File: config.mk
export PLATFORM = sky130hd
export DESIGN_NAME = fp_access_gate
export DESIGN_NICKNAME = d
export VERILOG_FILES = /design/src/rtl/fpgate_pkg.sv /design/src/rtl/fpgate_ctrl_reg.sv /design/src/rtl/fpgate_perm.sv /design/src/rtl/fpgate_bus_fsm.sv /design/src/rtl/fp_access_gate.sv
export SDC_FILE = /design/constraint.sdc
export NUM_CORES = 1
export LEC_CHECK = 0
export BUFFER_PORTS_ARGS = -buffer_cell sky130_fd_sc_hd__buf_2
export CAP_MARGIN = 20
export CORE_UTILIZATION = 34
export CTS_CLUSTER_DIAMETER = 30
export DETAILED_ROUTE_END_ITERATION = 16
export GPL_TIMING_DRIVEN = 0
export MAX_ROUTING_LAYER = met4
export PLACE_DENSITY = 0.95
export SYNTH_ARGS = -nofsm -noshare
export SYNTH_HDL_FRONTEND = slang
export SYNTH_SLANG_ARGS = --single-unit
File: constraint.sdc
create_clock -name clk -period 2.23 [get_ports clk]
set_input_delay 0.223 -clock clk [delete_from_list [all_inputs] [get_ports clk]]
set_output_delay 0.223 -clock clk [all_outputs]
set_load 0.1 [all_outputs]
File: src/rtl/fpgate_pkg.sv
package fpgate_pkg;

    localparam int unsigned ADDR_W    = 32;
    localparam int unsigned DATA_W    = 32;
    localparam logic [31:0] CTRL_ADDR = 32'hE000_ED88;
    localparam int unsigned FIELD_LSB = 20;
    localparam int unsigned FIELD_W   = 2;
    localparam int unsigned NUM_CP    = 2;

    typedef enum logic [1:0] {
        ACC_NONE = 2'b00,
        ACC_PRIV = 2'b01,
        ACC_RSVD = 2'b10,
        ACC_FULL = 2'b11
    } acc_e;

    typedef enum logic [1:0] {
        S_IDLE   = 2'd0,
        S_RD_ACK = 2'd1,
        S_WR_ACK = 2'd2,
        S_DENY   = 2'd3
    } bus_state_e;

    // Does one coprocessor field permit an instruction at this privilege?
    function automatic logic field_permits(input acc_e fld, input logic priv);
        logic ok;
        unique case (fld)
            ACC_FULL: ok = 1'b1;
            ACC_PRIV: ok = priv;
            ACC_NONE: ok = 1'b0;
            ACC_RSVD: ok = 1'b0;
            default:  ok = 1'b0;
        endcase
        return ok;
    endfunction

endpackage

File: src/rtl/fpgate_ctrl_reg.sv
module fpgate_ctrl_reg #(
    parameter int unsigned NUM_CP  = fpgate_pkg::NUM_CP,
    parameter int unsigned FIELD_W = fpgate_pkg::FIELD_W,
    localparam int unsigned BITS   = NUM_CP * FIELD_W
) (
    input  logic            clk,
    input  logic            rst_n,
    input  logic            wr_en,
    input  logic [BITS-1:0] wr_fields,
    output logic [BITS-1:0] fields
);

    logic [BITS-1:0] fields_q;

    always_ff @(posedge clk or negedge rst_n) begin
        if (!rst_n) begin
            fields_q <= '0;
        end else if (wr_en) begin
            fields_q <= wr_fields;
        end
    end

    assign fields = fields_q;

endmodule

File: src/rtl/fpgate_perm.sv
module fpgate_perm #(
    parameter int unsigned NUM_CP = fpgate_pkg::NUM_CP,
    localparam int unsigned FW    = fpgate_pkg::FIELD_W,
    localparam int unsigned BITS  = NUM_CP * FW
) (
    input  logic [BITS-1:0] fields,
    input  logic            fp_valid,
    input  logic            fp_priv,
    output logic            fp_allow,
    output logic            fp_fault
);
    import fpgate_pkg::*;

    logic [NUM_CP-1:0] cp_ok;

    for (genvar i = 0; i < NUM_CP; i++) begin : g_cp
        assign cp_ok[i] = field_permits(acc_e'(fields[i*FW +: FW]), fp_priv);
    end

    logic permit;
    assign permit   = &cp_ok;
    assign fp_allow = fp_valid &  permit;
    assign fp_fault = fp_valid & ~permit;

endmodule

File: src/rtl/fpgate_bus_fsm.sv
module fpgate_bus_fsm #(
    parameter int unsigned     ADDR_W   = fpgate_pkg::ADDR_W,
    parameter int unsigned     DATA_W   = fpgate_pkg::DATA_W,
    parameter logic [ADDR_W-1:0] BASE   = fpgate_pkg::CTRL_ADDR,
    parameter int unsigned     FLD_LSB  = fpgate_pkg::FIELD_LSB,
    parameter int unsigned     FLD_BITS = fpgate_pkg::NUM_CP * fpgate_pkg::FIELD_W
) (
    input  logic                clk,
    input  logic                rst_n,
    input  logic                sel,
    input  logic                wr,
    input  logic [ADDR_W-1:0]   addr,
    input  logic [FLD_BITS-1:0] wfields,
    input  logic                priv,
    input  logic [FLD_BITS-1:0] cur_fields,
    output logic                wr_en,
    output logic [FLD_BITS-1:0] wr_fields,
    output logic [DATA_W-1:0]   rdata,
    output logic                ack,
    output logic                err
);
    import fpgate_pkg::*;

    bus_state_e state_q, state_d;
    logic [DATA_W-1:0] rd_word, rdata_q;
    logic hit;

    assign hit       = sel && (addr == BASE);
    assign wr_en     = hit && wr && priv;
    assign wr_fields = wfields;

    always_comb begin
        rd_word = '0;
        rd_word[FLD_LSB +: FLD_BITS] = cur_fields;
    end

    // Next-state: every state leaves on the request seen this cycle.
    always_comb begin
        state_d = S_IDLE;
        unique case (state_q)
            S_IDLE, S_RD_ACK, S_WR_ACK, S_DENY: begin
                if (!hit)       state_d = S_IDLE;
                else if (!priv) state_d = S_DENY;
                else if (wr)    state_d = S_WR_ACK;
                else            state_d = S_RD_ACK;
            end
            default: state_d = S_IDLE;
        endcase
    end

    always_ff @(posedge clk or negedge rst_n) begin
        if (!rst_n) begin
            state_q <= S_IDLE;
            rdata_q <= '0;
        end else begin
            state_q <= state_d;
            if (hit && priv && !wr) rdata_q <= rd_word;
        end
    end

    // Outputs by state.
    always_comb begin
        ack   = 1'b0;
        err   = 1'b0;
        rdata = '0;
        unique case (state_q)
            S_IDLE:   ;
            S_RD_ACK: begin ack = 1'b1; rdata = rdata_q; end
            S_WR_ACK: ack = 1'b1;
            S_DENY:   err = 1'b1;
            default:  ;
        endcase
    end

endmodule

File: src/rtl/fp_access_gate.sv
module fp_access_gate #(
    parameter int unsigned       ADDR_W    = fpgate_pkg::ADDR_W,
    parameter int unsigned       DATA_W    = fpgate_pkg::DATA_W,
    parameter logic [ADDR_W-1:0] BASE      = fpgate_pkg::CTRL_ADDR,
    parameter int unsigned       FIELD_LSB = fpgate_pkg::FIELD_LSB,
    parameter int unsigned       NUM_CP    = fpgate_pkg::NUM_CP
) (
    input  logic              clk,
    input  logic              rst_n,
    input  logic              bus_sel,
    input  logic              bus_wr,
    input  logic [ADDR_W-1:0] bus_addr,
    input  logic [DATA_W-1:0] bus_wdata,
    input  logic              bus_priv,
    output logic [DATA_W-1:0] bus_rdata,
    output logic              bus_ack,
    output logic              bus_err,
    input  logic              fp_valid,
    input  logic              fp_priv,
    output logic              fp_allow,
    output logic              fp_fault
);
    localparam int unsigned FLD_BITS = NUM_CP * fpgate_pkg::FIELD_W;
    localparam logic [DATA_W-1:0] FLD_MASK =
        ((DATA_W'(1) << FLD_BITS) - DATA_W'(1)) << FIELD_LSB;

    logic [FLD_BITS-1:0] fields_q, wr_fields;
    logic                wr_en;
    logic                unused_wdata;

    assign unused_wdata = ^(bus_wdata & ~FLD_MASK);

    fpgate_bus_fsm #(
        .ADDR_W(ADDR_W), .DATA_W(DATA_W), .BASE(BASE),
        .FLD_LSB(FIELD_LSB), .FLD_BITS(FLD_BITS)
    ) u_bus (
        .clk(clk), .rst_n(rst_n), .sel(bus_sel), .wr(bus_wr),
        .addr(bus_addr), .wfields(bus_wdata[FIELD_LSB +: FLD_BITS]),
        .priv(bus_priv), .cur_fields(fields_q), .wr_en(wr_en),
        .wr_fields(wr_fields), .rdata(bus_rdata), .ack(bus_ack), .err(bus_err)
    );

    fpgate_ctrl_reg #(.NUM_CP(NUM_CP), .FIELD_W(fpgate_pkg::FIELD_W)) u_reg (
        .clk(clk), .rst_n(rst_n), .wr_en(wr_en),
        .wr_fields(wr_fields), .fields(fields_q)
    );

    fpgate_perm #(.NUM_CP(NUM_CP)) u_perm (
        .fields(fields_q), .fp_valid(fp_valid), .fp_priv(fp_priv),
        .fp_allow(fp_allow), .fp_fault(fp_fault)
    );

endmodule

Word-level counts from Yosys, hierarchy flattened
Cells that the tools add are included.
- input bits: 71
- register bits after elaboration: 10
- output and inout bits: 36
- logic and storage cells: 39
- multiplexer cells: 9
- reduce and logical (&&, ||, !) cells: 14
- bitwise operators: 3
- equal/unequal tests: 10
- operators by type and width (kind ; number):
    == test 32 bit (second input constant) ; 1
    2-to-1 mux 24 bit ; 1
    == test 2 bit (second input constant) ; 6
    2-to-1 mux 2 bit ; 4
    == test 2 x 1 -> 1 bit (second input constant) ; 3
    logical NOT 2 bit ; 3
    case mux 1 bit (3 select lines) ; 2
    OR reduction 2 bit ; 3
    logical AND 1 bit ; 5
    OR reduction 4 bit ; 1
    bitwise AND 1 bit ; 2
    2-to-1 mux 1 bit ; 2
    AND reduction 2 bit ; 1
    logical NOT 1 bit ; 1
    NOT 1 bit ; 1

Depth between registers and ports, before layout
Gate-level depths: netlist of the first run.
- word-level depth: 6
- mapped depth: 4
- mapped depth without buffers: 4

By module
Synthesis of the first run repeated with hierarchy kept, for this count alone.
- cells, all modules: 81
- area, all modules: 849.6 µm²
- modules (own cells, without submodules) (module ; area an instance (µm²) ; seq. area each (µm²) ; times used ; cells each):
    fpgate_bus_fsm ; 671.9 ; 150.1 ; 1 ; 69
    fpgate_ctrl_reg ; 145.1 ; 100.1 ; 1 ; 8
    fpgate_perm ; 32.5 ; 0.0 ; 1 ; 4

Least setup slack after synthesis of the first run
OpenSTA, ideal clock, no wires.
- path kind: register -> output
- start point: register u_reg.fields_q[3], in the netlist u_reg.fields[3]
- end point: output fp_fault
- data arrival time: 1.884 ns
- buffers on the path: 0
- cell stages (with the launch flop): 4
- required time: 2.007 ns
- slack: 0.123 ns
- cells stage by stage: dfrtp_1 a21oi_1 nor2_1 nor2b_1
- word-level cells in the longest chain between the ends: 6
- elaborated cells on any way between the ends: 9
- those cells by class: 3 x eq/ne; 1 x mux; 2 x bitwise; 3 x reduce/logical
- ends and longest elaborated chain (item ; line ; text):
    start: declaration ; fpgate_ctrl_reg.sv:13 ; logic [BITS-1:0] fields_q;
    start signal: assignment ; fpgate_ctrl_reg.sv:19 ; fields_q <= wr_fields;
    == test 2 bit or logical NOT 2 bit (tied branches) ; fpgate_pkg.sv:27 ; unique case (fld)
    OR reduction 2 bit (no source line) ; n/a ;
    case mux 1 bit (3 select lines) * ; fpgate_pkg.sv:27 ;
    AND reduction 2 bit * ; fpgate_perm.sv:21 ; assign permit = &cp_ok;
    NOT 1 bit * ; fpgate_perm.sv:23 ; assign fp_fault = fp_valid & ~permit;
    bitwise AND 1 bit * ; fpgate_perm.sv:23 ;
    end: declaration ; fp_access_gate.sv:21 ; output logic fp_fault
Every way passes the cells marked *; elsewhere a longest branch is shown, timed or not.

Worst setup path in the final report of the first run
- start point: register u_bus.state_q[1]
- end point: output bus_rdata[22]
- word-level cells in the longest chain between the ends: 2
- ends and longest elaborated chain (item ; line ; text):
    start: declaration ; fpgate_bus_fsm.sv:24 ; bus_state_e state_q, state_d;
    start signal: assignment ; fpgate_bus_fsm.sv:56 ; state_q <= state_d;
    == test 2 x 1 -> 1 bit ; fpgate_bus_fsm.sv:66 ; unique case (state_q)
    2-to-1 mux 24 bit ; fpgate_bus_fsm.sv:66 ;
    end: declaration ; fp_access_gate.sv:15 ; output logic [DATA_W-1:0] bus_rdata,
Every way passes these cells.

==> results of run 1 <==
==> kinds of logic after synthesis <==
group,count (synthesis)
compound gates,1
other cells,1
buf+inv,30
simple gates,26
mux,8
fa+ha+maj,2
flops,10
==> final timing paths <==
path / startpoint / to / cells past startpoint
worst max-delay path: u_bus.state_q[1] / bus_rdata[22] / 4
worst min-delay path: bus_wdata[22] / u_reg.fields[2] / 2
worst max register to register: u_reg.fields[3] / u_reg.fields[3] / 1
worst min register to register: u_bus.rdata_q[21] / u_bus.rdata_q[21] / 1
max in group asynchronous: rst_n / u_bus.rdata_q[22] / 2
min in group asynchronous: rst_n / u_reg.fields[2] / 2
==> cell type report <==
cell class | instances | area share
flip-flops and latches | 10 | 0.199
plain buffers | 28 | 0.167
well taps | 28 | 0.0279
repair buffers | 51 | 0.207
inverters | 2 | 0.00598
clock buffers | 4 | 0.0289
multi-input cells | 65 | 0.364
==> stage by stage <==
step / std cells / hold slack [ns] / power [mW] / setup WS [ns]
5_1_grt: 188 / 0.202 / 0.671 / 0.491
3_3_place_gp: 183 / 0.0843 / 0.483 / 0.421
2_1_floorplan: 105 / -0.0726 / 0.445 / 0.123
4_1_cts: 188 / 0.194 / 0.649 / 0.574
6_report: 188 / 0.198 / 0.647 / 0.604
3_5_place_dp: 183 / 0.0909 / 0.487 / 0.348
==> registers in the layout, summed over array words and instances (netlist names) <==
| name | cells |
|---|---|
| u_bus.rdata_q | 4 |
| u_bus.state_q | 2 |
| u_reg.fields | 4 |
==> cells in the mapped netlist <==
cell	instances	area, sq um
nand4_2	1	12.5
dfrtp_1	10	250
nand2_1	2	7.51
nor2b_1	1	6.26
mux2_2	8	90.1
and4b_1	1	10.0
nor3b_1	3	22.5
and2_1	5	31.3
nand3b_1	1	7.51
nor2_1	1	3.75
ha_1	2	25.0
conb_1	1	3.75
nor4b_1	1	8.76
inv_1	2	7.51
nand4b_1	1	8.76
nor4_1	1	6.26
nand2b_1	1	6.26
nand3_1	1	5.00
nor4_4	2	42.5
and4bb_2	1	12.5
nor4b_2	2	30.0
a21oi_1	1	5.00
buf_4	28	210
nor4bb_1	1	10.0
==> power by group through the flow <==
stage / registers [mW] / clock network, mW / logic, mW
6_report: 0.181 / 0.161 / 0.304
5_1_grt: 0.181 / 0.174 / 0.316
4_1_cts: 0.181 / 0.164 / 0.303
3_5_place_dp: 0.185 / 0 / 0.302
3_3_place_gp: 0.185 / 0 / 0.299
2_1_floorplan: 0.185 / 0 / 0.260
==> per-layer routing <==
layer  routed length [um]  share of wire
met1                  574           0.34
met2                  957           0.57
met3                  160          0.095
met4                    0              0
met5                    0              0
==> results_dict.tcl, run 1 <==
set metrics [dict create \
    synth_top_family_by_area "simple AND/OR/NAND/NOR gates" \
    post-cts-setup-buffer-count 0 \
    outcome "finished, final reports clean" \
    wire_per_inst_um 9.00 \
    power.internal_uw 348 \
    avgSynthCellArea_sq_um 10.6 \
    hpwl_um 1570 \
    cp.required_ns 2.01 \
    use_met3 0.0327 \
    switchingPower_uw 299 \
    mostFrequentLayoutCell "buf_2" \
    grt_start_max_net_pins 11 \
    grtUsageMet2 0.281 \
    pwr-share-comb 0.471 \
    vias 736 \
    yosysWarnings 0 \
    gp_congestion 0.694 \
    synth_cell_types 24 \
    yosysSeqAreaShare 0.304 \
    io_pins 107 \
    most-common-layout-cells "50 x buf_2, 28 x buf_4, 28 x conb_1" \
    nets 234 \
    synthAdderAreaFrac 0.0304 \
    ant_nets 0 \
    grt_util_met1 0.129 \
    synth_compound_area_frac 0.00608 \
    r2r_setup_slack_ns 1.42 \
    vias_per_cell 3.91 \
    grt_pass1_wl_um 2630 \
    htreeDepth 1 \
    die_y_um 51.2 \
    io_buffers 50 \
    hold_viol_final 0 \
    dieWidth_um 51.2 \
    drc 0 \
    cp.arrival_ns 1.40 \
    clock_skew_ns 0.00683 \
    yosys-mux-area-fraction 0.109 \
    area_growth_pct 52.6 \
    total_leakage_power_nw 0.771 \
    synth-simple-area-share 0.281 \
    coreArea_sq_um 2250 \
    wl_um 1690 \
    worst-path-buf-inv 2 \
    worstSetupStartpointType "flop" \
    max_stage_delay_ns 0.42 \
    crit_fanout 4 \
    multiInputGateArea_sq_um 457 \
    clock_path_buffers 2 \
    start_util 0.365 \
    antenna_cells 0 \
    max-vdd-ir-drop_mv 0.245 \
    place_area_sq_um 1210 \
    drtIter0Drc 0 \
    design_area_sq_um 1260 \
    rsz0062_at_grt "false" \
    die-area_sq_um 2620 \
    power.density_nw_per_um2 515 \
    maxCapViolations 0 \
    clk_pin_slew_ns 0.07 \
    postLayoutCoreUtil 0.557 \
    antenna_found_initial 0 \
    grt.total_usage 0.140 \
    drt-pass1-iter-count 1 \
    grt-busiest-layer "met2" \
    synthesis.area_sq_um 823 \
    clock_power_share 0.249 \
    max_freq_mhz 615 \
    synth-xor-area-share 0 \
    cts-root-buf "clkbuf_4" \
    drive_gt1_frac 0.600 \
    hold_buffers 1 \
    cts.sinks 10 \
    tritoncts "yes" \
    min_path_type "in2reg" \
    seqCellArea_sq_um 250 \
    fin_crit_ns 1.63 \
    row_count 17 \
    clk_latency_ns 0.26 \
    finalSetupTns_ns 0 \
    finalCritPeriodShare 0.729 \
    n_fill_cell 213 \
    synthCells 78 \
    cts_buffers 3 \
    cp-end-kind "output port" \
    overflow 0 \
    critical_path_class "reg2out" \
    slowest_stage "buf_2" \
    first_global_vias 640 \
    maxSlewViolCount 0 \
    switching_share 0.462 \
    crit_chain "inv_1 > ha_1 > and2_1 > buf_2" \
    setup_viol 0 \
    ctsResizeCount 0 \
    ys_seq_elements 10 \
    path_delay_family "buffers and inverters" \
    p_seq_frac 0.280 \
]
(Power assumes the default switching activity.)
==> run 2, diff against run 1 <==
- CORE_UTILIZATION: 34 -> 31
- PLACE_DENSITY: 0.95 -> 0.88
- clock period: 2.23 -> 1.57 ns (I/O delays scaled with it)
==> results_dict.tcl, run 2 (same netlist as run 1, synthesis figures left out) <==
set metrics [dict create \
    min_path_cells 2 \
    mostFrequentLayoutCell "buf_2" \
    power_uw 923 \
    outcome "finished, final reports clean" \
    finalSetupTns_ns 0 \
    wl_um 1630 \
    die-area_sq_um 2870 \
    cp.arrival_ns 1.31 \
    grt_start_max_net_pins 11 \
    gp_congestion 0.653 \
    vias_per_cell 3.96 \
    max_freq_mhz 684 \
    min_path_type "in2reg" \
    antenna_cells 0 \
    finalNonFillerCells 191 \
    wire_per_inst_um 8.55 \
    coreArea_sq_um 2500 \
    fin_ws_ns 0.107 \
    cp-end-kind "output port" \
    drc 0 \
    clk_latency_ns 0.27 \
    io_pins 107 \
    dp.cells 185 \
    cts-root-buf "clkbuf_4" \
    drt-pass1-iter-count 3 \
    vias 757 \
    htreeDepth 1 \
    r2r_end "u_bus.rdata_q[21]" \
    power.density_nw_per_um2 713 \
    grt.total_usage 0.128 \
    drtIter0Drc 3 \
    setup_viol 0 \
    hp-start "bus_wdata[22]" \
    maxCapViolations 0 \
    cp.required_ns 1.41 \
    critical_path_class "reg2out" \
    tritoncts "yes" \
    clock_skew_ns 0.000228 \
    first_global_vias 591 \
    overflow 0 \
    total_leakage_power_nw 0.781 \
    dieWidth_um 53.5 \
    fin_crit_ns 1.46 \
    clock_path_buffers 2 \
    area_growth_pct 57.3 \
    ant_nets 0 \
    hold_viol_final 0 \
    io_buffers 50 \
    reg2regPathDepth 1 \
    dp_slack_ns -0.229 \
    start_util 0.329 \
    drive_gt1_frac 0.609 \
    fin_hold_ws_ns 0.119 \
    clk_pin_slew_ns 0.06 \
    max-vdd-ir-drop_mv 0.373 \
    maxSlewViolCount 0 \
    worstHoldEndpoint "u_reg.fields[2]" \
    row_count 18 \
    most-common-layout-cells "43 x buf_2, 35 x buf_4, 28 x conb_1" \
    worstSetupStartpointType "flop" \
    nets 235 \
    worstReg2RegStart "u_reg.fields[1]" \
    grt_pass1_wl_um 2370 \
    r2r_setup_slack_ns 0.79 \
    finalCritPeriodShare 0.932 \
    die_y_um 53.5 \
    cts_buffers 3 \
    crit_fanout 4 \
    n_fill_cell 243 \
    cts.sinks 10 \
    antenna_found_initial 0 \
    rsz0062_at_grt "false" \
    hpwl_um 1470 \
]
-- run 2: cell types whose count changed in the layout (fill, tap and decap cells not counted), sizes merged --
cell    before  now
clkbuf       4    5
-- run 2: where the power goes --
group          total, mW  leakage (nW)   switching, mW  internal, mW
clock              0.231        0.0210          0.0902         0.141
sequential         0.258         0.140  0.000000000175         0.258
combinational      0.435         0.621           0.336        0.0982
-- run 2: what timing repair did --
item                                    CTS  global route
endpoints found under the setup margin    6             9
hold buffers                              1             0
pin swaps                                 0             2
cloned                                    0             0
setup buffers                             0             1
endpoints found under the hold margin    10             0
resized for setup                         6             2
-- run 2: routing by layer --
metal  vias to the layer above  global-route usage  wire length (um)
met5                         -                   -                 0
met4                         0              0.0921                42
li1                        380                   -                 -
met1                       321               0.117               513
met3                         5              0.0395               198
met2                        51               0.225               880
-- run 2: per-stage QoR --
step,instance area [sq um],util
after floorplan,927,-
after global placement,1210,0.486
after detailed placement,1210,0.486
after CTS,1280,0.511
after global routing,1290,0.518
final,1290,0.518
-- run 2: cell type report --
cell class	count	area [sq um]	area share
Sequential cell	10	250	0.193
Inverter	2	7.51	0.00580
Tap cell	30	37.5	0.0290
Clock buffer	4	36.3	0.0280
Timing Repair Buffer	52	285	0.220
Buffer	28	210	0.162
Multi-Input combinational cell	65	468	0.361
-- run 2: how the worst max path moves through the flow --
| stage | cells after the start | to | from |
|---|---|---|---|
| floorplan | 4 | u_bus.rdata_q[20] | bus_addr[16] |
| global placement | 5 | u_bus.rdata_q[21] | bus_addr[1] |
| detailed placement | 5 | u_bus.rdata_q[20] | bus_addr[16] |
| CTS | 4 | fp_fault | u_reg.fields[3] |
| global route | 5 | u_reg.fields[3] | bus_addr[1] |
| finish | 4 | bus_rdata[23] | u_bus.state_q[1] |
-- run 2: critical path: stages (launching register included) --
cell and delay (ns):
dfrtp_1 0.38, inv_1 0.05, ha_1 0.18, and2_1 0.14
buf_4 0.28
